==> config.mk <==
export PLATFORM = sky130hd
export DESIGN_NAME = lpm_mode_ctrl
export DESIGN_NICKNAME = d
export VERILOG_FILES = /design/src/rtl/lpm_pkg.sv /design/src/rtl/lpm_cfg_reg.sv /design/src/rtl/lpm_next_mode.sv /design/src/rtl/lpm_out_map.sv /design/src/rtl/lpm_mode_ctrl.sv
export SDC_FILE = /design/constraint.sdc
export NUM_CORES = 1
export LEC_CHECK = 0
export ABC_CLOCK_PERIOD_IN_PS = 1400
export BUFFER_PORTS_ARGS = -buffer_cell sky130_fd_sc_hd__buf_4
export CELL_PAD_IN_SITES_DETAIL_PLACEMENT = 1
export CELL_PAD_IN_SITES_GLOBAL_PLACEMENT = 1
export CORE_MARGIN = 2
export CORE_UTILIZATION = 37
export DETAILED_ROUTE_END_ITERATION = 10
export PLACE_DENSITY = 0.75
export SLEW_MARGIN = 20
export SYNTH_ARGS = -nofsm -noshare
export SYNTH_HDL_FRONTEND = slang
export SYNTH_HIERARCHICAL = 1
export SYNTH_SLANG_ARGS = --single-unit
==> constraint.sdc <==
create_clock -name clk_i -period 1.4 [get_ports clk_i]
set_input_delay 0.28 -clock clk_i [delete_from_list [all_inputs] [get_ports clk_i]]
set_output_delay 0.28 -clock clk_i [all_outputs]
set_load 0.005 [all_outputs]
==> src/rtl/lpm_pkg.sv <==
package lpm_pkg;

    localparam int MODE_W = 3;
    localparam int CSEL_W = 2;
    localparam int CFG_W  = 6;

    typedef enum logic [MODE_W-1:0] {
        M_ACT_HI   = 3'd0,
        M_ACT_MED  = 3'd1,
        M_SUBACT   = 3'd2,
        M_SLEEP    = 3'd3,
        M_SUBSLEEP = 3'd4,
        M_STANDBY  = 3'd5,
        M_WATCH    = 3'd6
    } lpm_mode_e;

    // control byte, bit 0 at the bottom
    typedef struct packed {
        logic nfilt_fast;
        logic direct_en;
        logic wtimer_en;
        logic med_en;
        logic sub_en;
        logic deep_en;
    } lpm_cfg_t;

    localparam logic [CSEL_W-1:0] CSEL_FULL = 2'd0;
    localparam logic [CSEL_W-1:0] CSEL_DIV  = 2'd1;
    localparam logic [CSEL_W-1:0] CSEL_SUB  = 2'd2;
    localparam logic [CSEL_W-1:0] CSEL_OFF  = 2'd3;

    typedef struct packed {
        lpm_mode_e mode;
    } lpm_state_t;

endpackage

==> src/rtl/lpm_cfg_reg.sv <==
module lpm_cfg_reg
    import lpm_pkg::*;
#(
    parameter int W = CFG_W
) (
    input  logic         clk_i,
    input  logic         rst_ni,
    input  logic         we_i,
    input  logic [W-1:0] wdata_i,
    output lpm_cfg_t     cfg_o
);

    lpm_cfg_t cfg_d, cfg_q;

    always_comb begin
        cfg_d = cfg_q;
        if (we_i) begin
            cfg_d = lpm_cfg_t'(wdata_i);
        end
    end

    always_ff @(posedge clk_i or negedge rst_ni) begin
        if (!rst_ni) begin
            cfg_q <= '0;
        end else begin
            cfg_q <= cfg_d;
        end
    end

    assign cfg_o = cfg_q;

endmodule

==> src/rtl/lpm_next_mode.sv <==
module lpm_next_mode
    import lpm_pkg::*;
(
    input  lpm_mode_e cur_i,
    input  logic      sleep_i,
    input  logic      wake_i,
    input  lpm_cfg_t  cfg_i,
    output lpm_mode_e nxt_o
);

    lpm_mode_e resume_act;   // active mode picked by the speed flag
    lpm_mode_e halt_act;     // halted target from an active mode
    lpm_mode_e halt_sub;     // halted target from subclock-active
    logic      dir_hi_med;
    logic      dir_med_hi;
    logic      dir_to_sub;
    logic      dir_from_sub;

    always_comb begin
        resume_act   = cfg_i.med_en ? M_ACT_MED : M_ACT_HI;
        halt_act     = !cfg_i.deep_en ? M_SLEEP
                     : (cfg_i.wtimer_en ? M_WATCH : M_STANDBY);
        halt_sub     = cfg_i.deep_en ? M_WATCH : M_SUBSLEEP;

        dir_hi_med   = cfg_i.direct_en && !cfg_i.deep_en && cfg_i.med_en  && !cfg_i.sub_en;
        dir_med_hi   = cfg_i.direct_en && !cfg_i.deep_en && !cfg_i.med_en && !cfg_i.sub_en;
        dir_to_sub   = cfg_i.direct_en && cfg_i.deep_en && cfg_i.wtimer_en && cfg_i.sub_en;
        dir_from_sub = cfg_i.direct_en && cfg_i.deep_en && cfg_i.wtimer_en && !cfg_i.sub_en;

        nxt_o = cur_i;
        unique case (cur_i)
            M_ACT_HI: begin
                if (sleep_i) begin
                    if (dir_hi_med)      nxt_o = M_ACT_MED;
                    else if (dir_to_sub) nxt_o = M_SUBACT;
                    else                 nxt_o = halt_act;
                end
            end
            M_ACT_MED: begin
                if (sleep_i) begin
                    if (dir_med_hi)      nxt_o = M_ACT_HI;
                    else if (dir_to_sub) nxt_o = M_SUBACT;
                    else                 nxt_o = halt_act;
                end
            end
            M_SUBACT: begin
                if (sleep_i) begin
                    nxt_o = dir_from_sub ? resume_act : halt_sub;
                end
            end
            M_SLEEP, M_STANDBY: begin
                if (wake_i) nxt_o = resume_act;
            end
            M_SUBSLEEP: begin
                if (wake_i) nxt_o = M_SUBACT;
            end
            M_WATCH: begin
                if (wake_i) nxt_o = cfg_i.sub_en ? M_SUBACT : resume_act;
            end
            default: nxt_o = M_ACT_HI;
        endcase
    end

endmodule

==> src/rtl/lpm_out_map.sv <==
module lpm_out_map
    import lpm_pkg::*;
(
    input  lpm_mode_e         mode_i,
    output logic [CSEL_W-1:0] clk_sel_o,
    output logic              halted_o
);

    always_comb begin
        clk_sel_o = CSEL_FULL;
        halted_o  = 1'b0;
        unique case (mode_i)
            M_ACT_HI:   clk_sel_o = CSEL_FULL;
            M_ACT_MED:  clk_sel_o = CSEL_DIV;
            M_SUBACT:   clk_sel_o = CSEL_SUB;
            M_SLEEP: begin
                clk_sel_o = CSEL_FULL;
                halted_o  = 1'b1;
            end
            M_SUBSLEEP, M_WATCH: begin
                clk_sel_o = CSEL_SUB;
                halted_o  = 1'b1;
            end
            M_STANDBY: begin
                clk_sel_o = CSEL_OFF;
                halted_o  = 1'b1;
            end
            default: begin
                clk_sel_o = CSEL_FULL;
                halted_o  = 1'b0;
            end
        endcase
    end

endmodule

==> src/rtl/lpm_mode_ctrl.sv <==
module lpm_mode_ctrl
    import lpm_pkg::*;
(
    input  logic              clk_i,
    input  logic              rst_ni,
    input  logic              cfg_we_i,
    input  logic [CFG_W-1:0]  cfg_wdata_i,
    input  logic              sleep_i,
    input  logic              wake_i,
    output logic [MODE_W-1:0] mode_o,
    output logic [CSEL_W-1:0] clk_sel_o,
    output logic              halted_o,
    output logic              nfilt_fast_o
);

    lpm_cfg_t   cfg_q;
    lpm_mode_e  nxt_mode;
    lpm_state_t st_d, st_q;

    lpm_cfg_reg #(.W(CFG_W)) u_cfg (
        .clk_i   (clk_i),
        .rst_ni  (rst_ni),
        .we_i    (cfg_we_i),
        .wdata_i (cfg_wdata_i),
        .cfg_o   (cfg_q)
    );

    lpm_next_mode u_next (
        .cur_i   (st_q.mode),
        .sleep_i (sleep_i),
        .wake_i  (wake_i),
        .cfg_i   (cfg_q),
        .nxt_o   (nxt_mode)
    );

    always_comb begin
        st_d      = st_q;
        st_d.mode = nxt_mode;
    end

    always_ff @(posedge clk_i or negedge rst_ni) begin
        if (!rst_ni) begin
            st_q.mode <= M_ACT_HI;
        end else begin
            st_q <= st_d;
        end
    end

    lpm_out_map u_map (
        .mode_i    (st_q.mode),
        .clk_sel_o (clk_sel_o),
        .halted_o  (halted_o)
    );

    assign mode_o       = st_q.mode;
    assign nfilt_fast_o = cfg_q.nfilt_fast;

endmodule

==> reports/metrics.cfg <==
[logic_synthesis]
synth_area_leader_cell = dfrtp_1
yosysUniqueCellTypes = 31
synth_edf_count = 0
synthTopCellsByCount = 9 x dfrtp_1, 6 x mux2_4, 4 x nand2_1
yosys_warnings = 6
yosys-top-cells-area = dfrtp_1 37%, mux2_4 15%, buf_6 3.7%
async_flop_share = 1.00
synthesis.area_um2 = 606
ys_seq_area_frac = 0.372
ys_seq_elements = 9
synthesis.nets = 65
synth_cells = 54
synth.most_common_cell = dfrtp_1
yosys_most_used_dff = dfrtp_1
synth_top_area_frac = 0.372
syn_avg_cell_area_um2 = 11.2

[pwr]
switchingPower_uw = 540
total_power_uw = 1490
power.internal_uw = 955
static-leakage-power_uw = 0.000419
pwr-share-seq = 0.256
combinationalPowerShare = 0.609
p_sw_frac = 0.361
vdd.ir_drop.worst_uv = 949
p_per_area_nw_per_um2 = 1690
clockPowerShare = 0.135

[global_routing]
met2_usage = 0.347
grt-ovfl-total = 0
use_met3 = 0.0490
track_usage = 0.178
grt_pass1_wl_mm = 2.46
grt_pass1_vias = 554
grt_start_max_net_pins = 12
met1_usage = 0.179
grt_antenna_before_repair = 0
grt-busiest-layer = met2

[clock_tree]
insertion_delay_ps = 260
clk_pin_slew_ps = 70
cts_sinks = 9
clockBufferDepth = 2
cts-buffers-inserted = 3
cts_tree = built
htreeDepth = 1
cts_root_buf = clkbuf_4

[critical_path]
crit_path_end_kind = output port
r2r_cells = 5
cp.required_ps = 1120
crit_chain = buf_6, buf_4, buf_4
critPathMostFrequentCell = buf_4
r2r-start = mode_o[0]
critPathSlowestCell = dfrtp_1
r2r_end = mode_o[2]
critPathMaxFanout = 6
cpPeakStageDelay_ps = 400
crit_family = buffers and inverters
cp-start-kind = flip-flop
critPathKind = flip-flop to output port
path_buf_inv = 3
rrSetupSlack_ps = 30
critPathArrivalTime_ps = 1090

[run_status]
outcome = complete, no violations

[routing]
vias = 546
drt-total-wl_mm = 1.61
drt_iter0_drc = 3
ant_nets = 0
detail_route.first_pass.iterations = 4
routed_via_density = 5.46
wl_per_cell_um = 16.1
drc = 0

[timing]
period_share = 0.978
setup_viol = 0
rsz0062_at_grt = true
relSlewSlack = 0.769
hold_violations = 0
finalWorstSetupSlack_ps = 31.3
maxSlewViolCount = 0
worst_slew_pin_slew_ps = 347
fmaxAchievable_mhz = 731
clock_skew_ps = 10.7
layout_min_cycle_time_ps = 1370

[finish]
fin_area_um2 = 882
nNetsFinal = 96
fillers = 169
area_growth_pct = 45.7
layoutNonFillerInstCount = 100
final_core_util = 0.579
insertedDiodeCount = 0
drive_above_1_share = 0.548

[floorplanning]
die_w_um = 44.5
ios = 18
row_count = 14
die_area_um2 = 1980
core_um2 = 1520
initial_core_util = 0.397
die_h_um = 44.5

[worst_hold_path]
worst_hold_startpoint = cfg_wdata_i[2]
hold_depth = 2
min_path_type = input port to flip-flop
holdPathEnd = u_cfg/cfg_o[2]

[placement]
placed_cells = 88
routabilityCongestion = 0.778
io_buffers = 17
hpwl_mm = 1.10
post_dp_cell_area_um2 = 759
dp_worst_setup_slack_ps = 104

[run]
max_cap_violations = 0

[stage by stage]
step | hold WS, ps | setup TNS (ps)
floorplan | -15.6 | 0
global placement | 109 | 0
detailed placement | 113 | 0
CTS | 240 | 0
global route | 239 | -58.1
finish | 245 | 0
[power groups by stage]
stage               registers, uW  logic, uW  clock network [uW]
detailed placement            410        654                   0
finish                        383        910                 202
CTS                           376        810                 210
floorplan                     389        408                   0
global route                  392        987                 227
global placement              406        641                   0
[cells in the final DEF (no fill, tap or decap), drive strengths merged, types with 2 or more instances in the layout]
cell	synthesis	final
and2b	2	2
buf	3	29
clkbuf	1	4
dfrtp	9	9
inv	2	2
mux2	6	6
mux2i	2	2
nand2	4	4
nand3	2	2
o211ai	2	2
o21ai	2	2
xor2	2	2
[cell families after synthesis]
| logic type | synth area share |
|---|---|
| AOI/OAI and AO/OA | 0.124 |
| xor gates and xnor gates | 0.0434 |
| buffers and inverters | 0.0640 |
| DFF | 0.372 |
| muxes | 0.182 |
| and+or+nand+nor | 0.215 |
[worst reg2reg max path, cell delays in order (launching register included)]
cell and delay [ps]:
dfrtp_1 400, buf_6 130, buf_4 160, nor4b_4 290
a221oi_1 100, a31oi_1 190
[registers in the layout, indices dropped and copies added, names as in the netlist]
register / cells
u_cfg/cfg_o: 6
mode_o: 3
[layout make-up]
type,count,area [um^2],area share
clock buffer,4,26.3,0.0298
inverter,2,7.51,0.00851
multi-input combinational,39,363,0.411
sequential,9,226,0.257
tap,16,20.0,0.0227
timing repair buffer,30,239,0.271
[worst max path at each step]
stage	startpoint	to	slack, ps	cells past startpoint
6_report	mode_o[0]	mode_o[0]	30	3
5_1_grt	u_cfg/cfg_o[3]	mode_o[2]	-50	4
2_1_floorplan	mode_o[0]	mode_o[1]	110	5
3_3_place_gp	u_cfg/cfg_o[3]	mode_o[2]	150	4
4_1_cts	mode_o[2]	clk_sel_o[1]	20	4
3_5_place_dp	u_cfg/cfg_o[0]	mode_o[1]	100	5
[timing repair]
item                       in CTS  in global routing
hold buffers                    1                  0
hold endpoints to repair        9                  0
setup endpoints to repair       3                  5
resized for setup               3                  5
setup buffers                   5                  2
[layer usage]
metal / vias to the layer above / part of all wire
met5: - / 0
met4: 0 / 0.0087
met3: 2 / 0.038
met2: 17 / 0.56
met1: 265 / 0.39
li1: 262 / -
Note: power is estimated with default switching activity, not from simulation.
